==> src/rtl/i2c_wr_target.sv <==
module i2c_wr_target #(
  parameter int SYNC_STAGES = 2,
  parameter int FILT_TAPS   = 3
) (
  input  logic       clk,
  input  logic       rst_n,
  input  logic       scl_i,
  input  logic       sda_i,
  output logic       sda_oe,
  output logic       rx_valid,
  output logic [7:0] rx_data
);

  localparam logic [6:0] OWN_ADDR = 7'b0111110;
  localparam logic [7:0] ADDR_WR  = {OWN_ADDR, 1'b0};
  localparam int         HALF     = FILT_TAPS / 2;

  typedef enum logic [1:0] {S_IDLE, S_RECV, S_ACK, S_SKIP} st_t;

  logic [SYNC_STAGES-1:0] scl_sy, sda_sy;
  logic [FILT_TAPS-1:0]   scl_h, sda_h;
  logic                   scl_f, sda_f, scl_fp, sda_fp;
  logic                   start_det, stop_det, scl_rise, scl_fall;
  st_t                    st;
  logic [3:0]             cnt;
  logic [7:0]             sh;
  logic                   in_addr, ack_data;

  always_ff @(posedge clk or negedge rst_n) begin
    if (!rst_n) begin
      scl_sy <= '1;
      sda_sy <= '1;
      scl_h  <= '1;
      sda_h  <= '1;
      scl_fp <= 1'b1;
      sda_fp <= 1'b1;
    end else begin
      scl_sy <= {scl_sy[SYNC_STAGES-2:0], scl_i};
      sda_sy <= {sda_sy[SYNC_STAGES-2:0], sda_i};
      scl_h  <= {scl_h[FILT_TAPS-2:0], scl_sy[SYNC_STAGES-1]};
      sda_h  <= {sda_h[FILT_TAPS-2:0], sda_sy[SYNC_STAGES-1]};
      scl_fp <= scl_f;
      sda_fp <= sda_f;
    end
  end

  assign scl_f     = int'($countones(scl_h)) > HALF;
  assign sda_f     = int'($countones(sda_h)) > HALF;
  assign start_det = scl_f & sda_fp & ~sda_f;
  assign stop_det  = scl_f & ~sda_fp & sda_f;
  assign scl_rise  = scl_f & ~scl_fp;
  assign scl_fall  = ~scl_f & scl_fp;

  always_ff @(posedge clk or negedge rst_n) begin
    if (!rst_n) begin
      st       <= S_IDLE;
      cnt      <= '0;
      sh       <= '0;
      in_addr  <= 1'b0;
      ack_data <= 1'b0;
      sda_oe   <= 1'b0;
      rx_valid <= 1'b0;
      rx_data  <= '0;
    end else begin
      rx_valid <= 1'b0;
      if (stop_det) begin
        st     <= S_IDLE;
        sda_oe <= 1'b0;
      end else if (start_det) begin
        st      <= S_RECV;
        in_addr <= 1'b1;
        cnt     <= '0;
        sda_oe  <= 1'b0;
      end else begin
        case (st)
          S_RECV: begin
            if (scl_rise && cnt < 4'd8) begin
              sh  <= {sh[6:0], sda_f};
              cnt <= cnt + 4'd1;
            end else if (scl_fall && cnt == 4'd8) begin
              if (!in_addr) begin
                sda_oe   <= 1'b1;
                ack_data <= 1'b1;
                st       <= S_ACK;
              end else if (sh == ADDR_WR) begin
                sda_oe   <= 1'b1;
                ack_data <= 1'b0;
                in_addr  <= 1'b0;
                st       <= S_ACK;
              end else begin
                st <= S_SKIP;
              end
            end
          end
          S_ACK: begin
            if (scl_fall) begin
              sda_oe   <= 1'b0;
              cnt      <= '0;
              st       <= S_RECV;
              rx_valid <= ack_data;
              if (ack_data) rx_data <= sh;
            end
          end
          default: ;
        endcase
      end
    end
  end

endmodule

==> config.mk <==
export PLATFORM = sky130hd
export DESIGN_NAME = i2c_wr_target
export DESIGN_NICKNAME = d
export VERILOG_FILES = /design/src/rtl/i2c_wr_target.sv
export SDC_FILE = /design/constraint.sdc
export NUM_CORES = 1
export LEC_CHECK = 0
export BUFFER_PORTS_ARGS = -buffer_cell sky130_fd_sc_hd__buf_4
export CAP_MARGIN = 20
export CORE_MARGIN = 2
export CORE_UTILIZATION = 45
export CTS_CLUSTER_SIZE = 14
export DETAILED_ROUTE_END_ITERATION = 7
export PLACE_DENSITY_LB_ADDON = 0.25
export RECOVER_POWER = 50
export SYNTH_ARGS = -nofsm -noshare
export SYNTH_HDL_FRONTEND = slang
export SYNTH_SLANG_ARGS = --single-unit
==> constraint.sdc <==
create_clock -name clk -period 3.1 [get_ports clk]
set_input_delay 0.31 -clock clk [delete_from_list [all_inputs] [get_ports clk]]
set_output_delay 0.31 -clock clk [all_outputs]
set_load 0.02 [all_outputs]
* Word-level counts from Yosys, hierarchy flattened
Cells that the tools add are included.
** Operators by class
- $add $sub $neg :: 5
- $lt $le $gt $ge :: 3
- Equal/unequal tests :: 12
- Multiplexer cells :: 32
- Bitwise gates (word level) :: 13
- Reductions and logical operators :: 13
** Operators by type and width (count)
- two-way mux 1 bit :: 21
- AND reduction 4 bit :: 4
- two-way mux 4 bit :: 3
- inequality test 4 bit, second input constant :: 3
- two-way mux 2 bit :: 5
- AND reduction 5 bit :: 2
- equality test 8 x 7 -> 1 bit, second input constant :: 1
- case mux 4 bit (2 select lines) :: 1
- inverter 1 bit :: 7
- adder 2 x 1 -> 3 bit :: 2
- bitwise AND 1 bit :: 6
- greater-than comparator 3 x 1 -> 1 bit, second input constant :: 2
- inequality test 3 bit, second input constant :: 2
- AND reduction 6 bit :: 1
- inequality test 5 bit, second input constant :: 1
- adder 1 x 1 -> 2 bit :: 2
- adder 4 x 1 -> 4 bit, second input constant :: 1
- equality test 4 bit, second input constant :: 1
- less-than comparator 4 bit, second input constant :: 1
- case mux 2 bit (2 select lines) :: 1
- nonzero test 2 bit :: 2
- nonzero test 4 bit :: 1
- nonzero test 3 bit :: 1
- equality test 2 x 1 -> 1 bit, second input constant :: 1
- 5 further kinds :: 6
** Storage, ports and cells
- Flip-flop bits (word level) :: 38
- Bits of input ports :: 4
- Output and inout bits :: 10
- Word-level logic and storage cells :: 92

* Logic depth before layout (Yosys ltp)
Gate-level depths: netlist (run 1).
- Depth after elaboration :: 11
- Gate-level depth with buffers :: 8
- Depth with buffers taken out :: 7

* Worst setup path after synthesis (run 1)
Ideal clock, no wire load.
- Kind :: register -> register
- From :: register scl_h[0]
- To :: register sda_oe
- Library setup time :: 0.128 ns
- Arrival :: 1.796 ns
- Data required time :: 2.972 ns
- Slack :: 1.177 ns
- Stages on the path, launching flop included :: 7
- Path buffers :: 0
- Period minus slack after synthesis :: 1.923 ns
- Cell sequence :: dfstp_2 -> ha_1 -> a21oi_4 -> a21boi_1 -> o31ai_2 -> o211ai_1 -> mux2_1
** Between the ends
- Cells in the longest elaborated chain, start to end :: 8
- Elaborated cells on any way between the ends :: 20
- Classes of those cells :: 2 x add/sub; 1 x order compare; 4 x eq/ne; 2 x mux; 7 x bitwise; 4 x reduce/logical
** RTL lines
- start, declared :: line 21 : logic [FILT_TAPS-1:0] scl_h, sda_h;
- start signal, assigned :: line 40 : scl_h <= {scl_h[FILT_TAPS-2:0], scl_sy[SYNC_STAGES-1]};
- adder 1 x 1 -> 2 bit (implied by the code) (*) :: line 47 : assign scl_f = int'($countones(scl_h)) > HALF;
- adder 2 x 1 -> 3 bit (implied by the code) (*) :: line 47
- greater-than comparator 3 x 1 -> 1 bit (*) :: line 47
- inverter 1 bit :: line 52 : assign scl_fall = ~scl_f & scl_fp;
- bitwise AND 1 bit :: line 52
- logical AND 1 bit :: line 80 : end else if (scl_fall && cnt == 4'd8) begin
- inequality test 4 bit (no source line)
- AND reduction 5 bit (no source line)
- end signal, assigned :: line 61 : sda_oe <= 1'b0;
- end signal, assigned :: line 82 : sda_oe <= 1'b1;
- end signal, assigned :: line 86 : sda_oe <= 1'b1;
- end, declared :: line 9 : output logic sda_oe,
Every way passes the cells marked *; elsewhere a longest branch is shown, timed or not.
A chain may end at the register's enable or synchronous reset.

* Final worst setup path (run 1)
- From :: register st[1]
- To :: register sh[3]
** Between the ends
- Cells in the longest elaborated chain, start to end :: 2
** RTL lines
- start, declared :: line 24 : st_t st;
- start signal, assigned :: line 56 : st <= S_IDLE;
- start signal, assigned :: line 67 : st <= S_IDLE;
- start signal, assigned :: line 70 : st <= S_RECV;
- equality test 2 x 1 -> 1 bit :: line 75 : case (st)
- AND reduction 4 bit (no source line)
- end signal, assigned :: line 78 : sh <= {sh[6:0], sda_f};
- end, declared :: line 26 : logic [7:0] sh;
No other way between the ends.

==> flow_metrics.env, run 1 <==
export IMPL_grt_ovfl_total=0
export IMPL_dp_hpwl_mm=1.98
export IMPL_crit_top_cell="inv_1"
export IMPL_syn_to_final_growth_pct=15.5
export IMPL_synth_avg_cell_area_sq_um=13.7
export IMPL_drive_gt1_share_pct=40.4
export IMPL_synth_seq_cells=38
export IMPL_slew_headroom_pct=55.6
export IMPL_placedCellCount=185
export IMPL_antenna_cells=0
export IMPL_place_congestion=0.827
export IMPL_hold_class="input pin to flip-flop"
export IMPL_wl_per_cell_microns=14.5
export IMPL_first_global_vias=1004
export IMPL_io_buffers=13
export IMPL_powerDensity_nw_per_um2=738
export IMPL_path_clk_slew_ns=0.07
export IMPL_synthFlopType="dfrtp_1"
export IMPL_finClkSkew_ns=0.00963
export IMPL_antenna_found_initial=0
export IMPL_drt_vias_per_instance=5.27
export IMPL_postCtsSetupBuffers=0
export IMPL_cts_resized=0
export IMPL_synth_cell_type_count=42
export IMPL_drtIter0Drc=46
export IMPL_cp_buffers_inverters=2
export IMPL_ys_seq_area_share_pct=55.9
export IMPL_period_minus_slack_ns=2.11
export IMPL_root_buffer="clkbuf_8"
export IMPL_arrival_ns=2.28
export IMPL_die_area_sq_um=4350
export IMPL_max_freq_ghz=0.474
export IMPL_syn_area_sq_um=1730
export IMPL_dr_pass1_iters=4
export IMPL_final_cell_mix="26 x dfrtp_1, 11 x buf_4, 9 x dfstp_2"
export IMPL_initial_utilization_pct=46.8
export IMPL_layoutNonFillerInstCount=194
export IMPL_p_leak_uw=0.000912
export IMPL_fin_nets=155
export IMPL_required_ns=3.27
export IMPL_ys_warn_count=0
export IMPL_die_width_microns=66.0
export IMPL_max_stage_delay_ns=0.60
export IMPL_path_class="flip-flop to flip-flop"
export IMPL_rows=22
export IMPL_synth_cells=126
export IMPL_critPathLaunchType="flip-flop"
export IMPL_cts_tree="done"
export IMPL_hold_ws_ns=0.135
export IMPL_rsz0062_at_grt="no"
export IMPL_crit_slowest_cell="or4_4"
export IMPL_cp_top_family="simple AND/OR/NAND/NOR gates"
export IMPL_cts_sinks=38
export IMPL_async_flop_share_pct=100
export IMPL_fillers=335
export IMPL_ios=14
export IMPL_worst_slew_pin_slew_ns=0.658
export IMPL_post_route_period_util_pct=68.0
export IMPL_crit_fanout=9
export IMPL_htreeDepth=2
export IMPL_drcViolationCount=0
export IMPL_synth_edf_count=0
export IMPL_core_area_sq_um=3690
export IMPL_ir_drop_mv=0.426
export IMPL_endpoint_kind="flip-flop"
export IMPL_cts_buffers_inserted=5
export IMPL_clockBufferDepth=2
export IMPL_status="complete, no violations"
export IMPL_finalWirelength_mm=2.82
export IMPL_rrSetupSlack_ns=0.99
export IMPL_tns_ns=0
export IMPL_die_h_microns=66.0
export IMPL_finalHoldViolations=0
export IMPL_finalSetupViolCount=0
export IMPL_syn_nets=136
export IMPL_grt_pass1_wl_mm=4.89
export IMPL_maxCapViolCount=0
export IMPL_grt_max_degree=39
export IMPL_cp_cell_sequence="inv_1 -> ha_1 -> inv_1 -> or4_4 -> nor2_8 -> mux2_4"
export IMPL_postRouteAntennaNets=0
export IMPL_final_common_cell="dfrtp_1"
export IMPL_grt_usage_pct=15.5
export IMPL_drv_slew=0
export IMPL_clk_latency_ns=0.29
export IMPL_vias=1022
export IMPL_p_total_uw=1470
[final timing paths]
check | startpoint | endpoint | cells after the start
setup / recovery | st[1] | sh[3] | 6
hold / removal | sda_i | sda_sy[0] | 1
setup reg to reg | st[1] | sh[3] | 6
hold reg to reg | sda_sy[0] | sda_sy[1] | 0
max in group asynchronous | rst_n | scl_h[0] | 2
min in group asynchronous | rst_n | ack_data | 2
[routing by layer]
metal  track usage (%)  part of all wire (%)  wire (microns)  vias up
li1                  -                     -               -      493
met2              22.2                    43            1220       17
met1              21.0                    51            1450      506
met5                 0                     0               0        -
met3              6.13                   3.5              98        6
met4              6.12                   1.8              50        0
[repair_timing]
action,in CTS,in global routing
hold buffers,1,0
endpoints found under the setup margin,0,0
endpoints found under the hold margin,26,0
[report_power, final]
group	internal, uW	total, uW	switching [uW]
clock	262	425	163
sequential	578	648	69.7
combinational	198	401	203
[area by class of cell]
cell class | instances | area, sq um | share of cell area (%)
repair buffers | 14 | 108 | 5.39
clock buffers | 7 | 86.3 | 4.33
clock inverters | 1 | 30.0 | 1.50
well taps | 48 | 60.1 | 3.01
multi-input cells | 77 | 712 | 35.7
inverters | 9 | 33.8 | 1.69
flip-flops and latches | 38 | 966 | 48.4
[cell usage after synthesis (3+ instances only)]
cell	n	share of area, %
nor2_1	6	1.3
ha_1	6	4.3
o21ai_1	4	1.2
dfstp_2	12	18
inv_2	3	0.65
a21oi_1	5	1.4
inv_1	6	1.3
nor2b_1	3	1.1
mux2_2	8	5.2
mux2_4	7	6.1
dfrtp_1	26	38
nand2_1	3	0.65
[stage by stage]
stage / instance area, sq um / util (%) / setup WS [ns]
4_1_cts: 2000 / 54.1 / 0.991
3_3_place_gp: 1870 / 50.7 / 1.04
2_1_floorplan: 1730 / - / 1.18
3_5_place_dp: 1870 / 50.7 / 1.02
5_1_grt: 2000 / 54.1 / 0.875
6_report: 2000 / 54.1 / 0.992
[kinds of logic (layout without fill, tap and decap cells)]
logic type	Yosys count	count (layout)	synth area share, %
xor+xnor	1	1	0.942
flops	38	38	55.9
fa+ha+maj	6	6	4.34
simple gates	27	27	10.4
compound gates	25	25	11.6
buf+inv	11	31	2.90
mux	18	18	13.9
[state kept, by name, indices dropped and copies added, names as in the netlist]
name,count
rx_data,8
sh,8
cnt,4
scl_h,3
sda_h,3
scl_sy,2
sda_sy,2
st,2
ack_data,1
in_addr,1
rx_valid,1
scl_fp,1
sda_fp,1
sda_oe,1
[worst register-to-register path: stages (launching register included)]
cell     delay [ns]
dfrtp_1        0.39
inv_1          0.09
ha_1           0.25
inv_1          0.09
or4_4          0.60
nor2_8         0.25
mux2_4         0.33
(Power assumes the default switching activity.)
==> inputs of run 2 (changes only) <==
Clock period 3.1 ns to 2.1 ns, I/O delays scaled along.
==> run 2 against run 1 <==
Compared with the run above: sequential share of layout area is 1.8 points lower; cell count rose by 4.6%; first-iteration DRC count rose by 120%; die area stayed put; non-clock buffer count is 8 higher; wire length is 9.8% higher; register-to-register slack worse by 0.96 ns; cell area up 3.8%; sequential power is 48% higher; clock skew decreased by 0.0017 ns; critical path depth did not move; core utilization up 2.0 points; critical endpoint is now sh[1].
==> flow_metrics.env, run 2 (synthesis gave the netlist of run 1 again) <==
export IMPL_slew_headroom_pct=39.2
export IMPL_critPathLaunchType="flip-flop"
export IMPL_final_seq_area_sq_um=966
export IMPL_arrival_ns=2.23
export IMPL_sw_frac_of_total_pct=30.8
export IMPL_path_clk_slew_ns=0.07
export IMPL_drt_vias_per_instance=5.36
export IMPL_finalSetupViolCount=0
export IMPL_internal_power_uw=1530
export IMPL_cts_buffers_inserted=5
export IMPL_drcViolationCount=0
export IMPL_grt_pass1_wl_mm=5.15
export IMPL_fillers=330
export IMPL_fin_nets=164
export IMPL_multi_input_area_sq_um=736
export IMPL_grt_ovfl_total=0
export IMPL_ios=14
export IMPL_cp_cell_sequence="ha_4 -> a21oi_4 -> buf_4 -> or4_4 -> nor2_8 -> mux2_4"
export IMPL_syn_to_final_growth_pct=19.8
export IMPL_crit_fanout=5
export IMPL_root_buffer="clkbuf_8"
export IMPL_cp_top_family="simple AND/OR/NAND/NOR gates"
export IMPL_grt_max_degree=39
export IMPL_p_seq_share_pct=43.4
export IMPL_endpoint_kind="flip-flop"
export IMPL_antenna_found_initial=0
export IMPL_worst_slack_ns=0.0345
export IMPL_drive_gt1_share_pct=45.8
export IMPL_power_frac_comb_pct=30.3
export IMPL_worst_slew_pin_slew_ns=0.913
export IMPL_htreeDepth=2
export IMPL_drtIter0Drc=100
export IMPL_maxCapViolCount=0
export IMPL_drv_slew=0
export IMPL_vias=1089
export IMPL_max_freq_ghz=0.484
export IMPL_cp_buffers_inverters=1
export IMPL_clkPwrFrac_pct=26.2
export IMPL_rows=22
export IMPL_crit_slowest_cell="dfstp_2"
export IMPL_clockBufferDepth=2
export IMPL_final_cell_mix="26 x dfrtp_1, 18 x buf_4, 10 x dfstp_2"
export IMPL_first_global_vias=1095
export IMPL_dr_pass1_iters=4
export IMPL_final_common_cell="dfrtp_1"
export IMPL_core_area_sq_um=3690
export IMPL_io_buffers=13
export IMPL_p_total_uw=2210
export IMPL_antenna_cells=0
export IMPL_pre_cts_slack_ns=0.0668
export IMPL_p_leak_uw=0.000954
export IMPL_wl_per_cell_microns=15.2
export IMPL_cts_tree="done"
export IMPL_status="complete, no violations"
export IMPL_ir_drop_mv=0.440
export IMPL_placedCellCount=190
export IMPL_clk_latency_ns=0.29
export IMPL_rsz0062_at_grt="yes"
export IMPL_layoutNonFillerInstCount=203
export IMPL_post_route_period_util_pct=98.4
export IMPL_grt_usage_pct=16.1
export IMPL_period_minus_slack_ns=2.07
export IMPL_postRouteAntennaNets=0
export IMPL_finClkSkew_ns=0.00789
export IMPL_die_area_sq_um=4350
export IMPL_path_class="flip-flop to flip-flop"
export IMPL_finalWirelength_mm=3.09
export IMPL_max_stage_delay_ns=0.56
export IMPL_hold_class="input pin to flip-flop"
export IMPL_powerDensity_nw_per_um2=1070
export IMPL_reg_top3="rx_data: 8 flops, sh: 8 flops, cnt: 4 flops"
export IMPL_required_ns=2.27
export IMPL_initial_utilization_pct=46.8
export IMPL_place_congestion=0.834
export IMPL_die_h_microns=66.0
export IMPL_dp_hpwl_mm=2.10
export IMPL_finalHoldViolations=0
export IMPL_p_sw_uw=680
export IMPL_die_width_microns=66.0
export IMPL_cts_sinks=38
run 2: power groups by stage:
stage | logic [uW] | registers [uW] | clock network, uW
final | 669 | 959 | 579
after global routing | 741 | 973 | 626
after CTS | 623 | 958 | 598
after detailed placement | 619 | 972 | 0
after global placement | 601 | 963 | 0
after floorplan | 487 | 946 | 0
run 2: final cells by class:
| cell class | instances | area share, % |
|---|---|---|
| flip-flops and latches | 38 | 46.6 |
| well taps | 48 | 2.90 |
| clock buffers | 8 | 5.32 |
| inverters | 9 | 1.63 |
| multi-input cells | 78 | 35.5 |
| repair buffers | 22 | 7.98 |
run 2: per-stage QoR:
step	area (sq um)	utilization (%)	setup TNS [ns]	hold WS, ns
after floorplan	1730	-	0	-0.0856
after global placement	1910	51.7	0	0.196
after detailed placement	1910	51.7	0	0.200
after CTS	2030	55.0	0	0.0154
after global routing	2070	56.1	-0.0606	0.0148
final	2070	56.1	0	0.0307
run 2: final timing paths:
kind / start / end / slack [ns] / depth (start not counted)
worst max-delay path: scl_h[0] / sh[1] / 0.03 / 6
worst min-delay path: sda_i / sda_sy[0] / 0.03 / 1
worst max register to register: scl_h[0] / sh[1] / 0.03 / 6
worst min register to register: scl_sy[1] / scl_h[0] / 0.35 / 0
max in group asynchronous: rst_n / sh[1] / 0.95 / 2
min in group asynchronous: rst_n / sh[6] / 0.59 / 2
run 2: routing by layer:
| layer | track usage, % | vias to the layer above | routed length, microns |
|---|---|---|---|
| li1 | - | 505 | - |
| met5 | 0 | - | 0 |
| met3 | 4.09 | 6 | 100 |
| met2 | 24.6 | 20 | 1470 |
| met4 | 7.65 | 0 | 66 |
| met1 | 21.3 | 558 | 1460 |
run 2: what timing repair did:
action,4_1_cts,5_1_grt
endpoints found under the hold margin,26,0
setup endpoints to repair,0,4
gates resized for setup,0,1
hold buffers,1,0
setup buffers,0,3
run 2: worst register-to-register path, cell delays in order, from the launching register on:
cell	delay (ns)
dfstp_2	0.56
ha_4	0.15
a21oi_4	0.07
buf_4	0.15
or4_4	0.50
nor2_8	0.19
mux2_4	0.32
==> inputs of run 3 (changes only) <==
Settings changed: CORE_ASPECT_RATIO from default to 1.1.
Clock period 2.1 ns to 2.2 ns, I/O delays scaled along.
==> run 3 against run 2 <==
Compared with the run above: core utilization up 0.45 points; sequential power down 4.9%; non-clock buffer count down 4; global-route usage down 1.1 points; combinational power down 10%; critical endpoint is now sda_oe; largest cell class unchanged.
==> flow_metrics.env, run 3 (synthesis gave the netlist of run 1 again) <==
export IMPL_initial_utilization_pct=47.3
export IMPL_path_class="flip-flop to flip-flop"
export IMPL_clk_latency_ns=0.28
export IMPL_endpoint_kind="flip-flop"
export IMPL_place_congestion=0.876
export IMPL_regToRegStartpoint="scl_h[0]"
export IMPL_finalWirelength_mm=2.91
export IMPL_ir_drop_mv=0.472
export IMPL_finClkSkew_ns=0.00338
export IMPL_period_minus_slack_ns=2.12
export IMPL_layoutNonFillerInstCount=200
export IMPL_finalHoldViolations=0
export IMPL_root_buffer="clkbuf_8"
export IMPL_path_clk_slew_ns=0.07
export IMPL_hold_start="scl_i"
export IMPL_slew_headroom_pct=41.0
export IMPL_rrSetupSlack_ns=0.08
export IMPL_crit_fanout=8
export IMPL_drv_slew=0
export IMPL_io_buffers=13
export IMPL_p_leak_uw=0.000944
export IMPL_max_stage_delay_ns=0.56
export IMPL_cp_cell_sequence="ha_4 -> a21oi_4 -> a21boi_2 -> o31ai_2 -> o211ai_1 -> mux2_1"
export IMPL_arrival_ns=2.29
export IMPL_status="complete, no violations"
export IMPL_drtIter0Drc=50
export IMPL_cts_buffers_inserted=5
export IMPL_fin_nets=159
export IMPL_final_area_sq_um=2070
export IMPL_postRouteAntennaNets=0
export IMPL_crit_slowest_cell="dfstp_2"
export IMPL_maxCapViolCount=0
export IMPL_drive_gt1_share_pct=44.0
export IMPL_rows=23
export IMPL_clockBufferDepth=2
export IMPL_cp_top_family="compound AO/OA/AOI/OAI gates"
export IMPL_worstSetupStartpoint="scl_h[0]"
export IMPL_wl_per_cell_microns=14.6
export IMPL_crit_cells=6
export IMPL_grt_max_degree=39
export IMPL_placedCellCount=189
export IMPL_powerDensity_nw_per_um2=1080
export IMPL_first_global_vias=1045
export IMPL_hold_class="input pin to flip-flop"
export IMPL_cp_buffers_inverters=0
export IMPL_grt_pass1_wl_mm=4.82
export IMPL_r2r_end="sda_oe"
export IMPL_antenna_found_initial=0
export IMPL_dp_hpwl_mm=1.96
export IMPL_final_common_cell="dfrtp_1"
export IMPL_syn_to_final_growth_pct=19.7
export IMPL_drt_vias_per_instance=5.37
export IMPL_die_width_microns=63.1
export IMPL_final_util_pct=56.6
export IMPL_rr_worst_depth=6
export IMPL_dr_pass1_iters=4
export IMPL_post_route_period_util_pct=96.4
export IMPL_antenna_cells=0
export IMPL_cts_sinks=38
export IMPL_finalSetupViolCount=0
export IMPL_p_total_uw=2230
export IMPL_die_h_microns=69.0
export IMPL_grt_ovfl_total=0
export IMPL_worst_slew_pin_slew_ns=0.885
export IMPL_htreeDepth=2
export IMPL_ios=14
export IMPL_dpl_cell_area_sq_um=1890
export IMPL_tns_ns=0
export IMPL_drcViolationCount=0
export IMPL_final_cell_mix="26 x dfrtp_1, 14 x buf_4, 9 x dfstp_2"
export IMPL_grt_usage_pct=14.9
export IMPL_vias=1074
export IMPL_die_area_sq_um=4350
export IMPL_critPathLaunchType="flip-flop"
export IMPL_cts_tree="done"
export IMPL_endpoint="sda_oe"
export IMPL_reg_top3="rx_data: 8 flops, sh: 8 flops, cnt: 4 flops"
export IMPL_core_area_sq_um=3650
export IMPL_required_ns=2.37
export IMPL_max_freq_ghz=0.472
run 3: report_power, final:
part           switching, uW  total (uW)  leakage, uW  internal, uW
Combinational            295         599     0.000404           304
Sequential              97.4         912     0.000469           814
Clock                    236         719    0.0000714           483
Total                    628        2230     0.000944          1600
run 3: cell type report:
type | count | area (sq um)
flip-flops and latches | 38 | 966
inverters | 9 | 33.8
clock buffers | 6 | 82.6
multi-input cells | 77 | 728
repair buffers | 18 | 135
clock inverters | 2 | 60.1
well taps | 50 | 62.6
fillers | 325 | 1590
run 3: how the worst min path moves through the flow:
| stage | endpoint | slack, ns | cells after the start |
|---|---|---|---|
| floorplan | ack_data | -0.08 | 0 |
| global placement | cnt[3] | 0.21 | 1 |
| detailed placement | in_addr | 0.21 | 1 |
| CTS | scl_sy[0] | 0.02 | 1 |
| global route | sda_sy[0] | 0.02 | 1 |
| finish | scl_sy[0] | 0.04 | 1 |
run 3: per-layer routing:
| metal | track usage (%) | wire (microns) |
|---|---|---|
| met5 | 0 | 0 |
| met4 | 6.67 | 25 |
| met3 | 5.03 | 144 |
| met2 | 24.9 | 1430 |
| met1 | 17.8 | 1310 |
run 3: through the flow:
step | hold slack, ns | setup slack [ns]
final | 0.0381 | 0.0800
after global routing | 0.0171 | -0.0121
after CTS | 0.0208 | 0.0493
after detailed placement | 0.208 | 0.0785
after global placement | 0.206 | 0.0914
after floorplan | -0.0756 | 0.277
run 3: repair_timing:
item	CTS	global route
buffers inserted	0	2
endpoints found under the hold margin	26	0
endpoints found under the setup margin	0	1
hold buffers	1	0
resized for setup	0	2
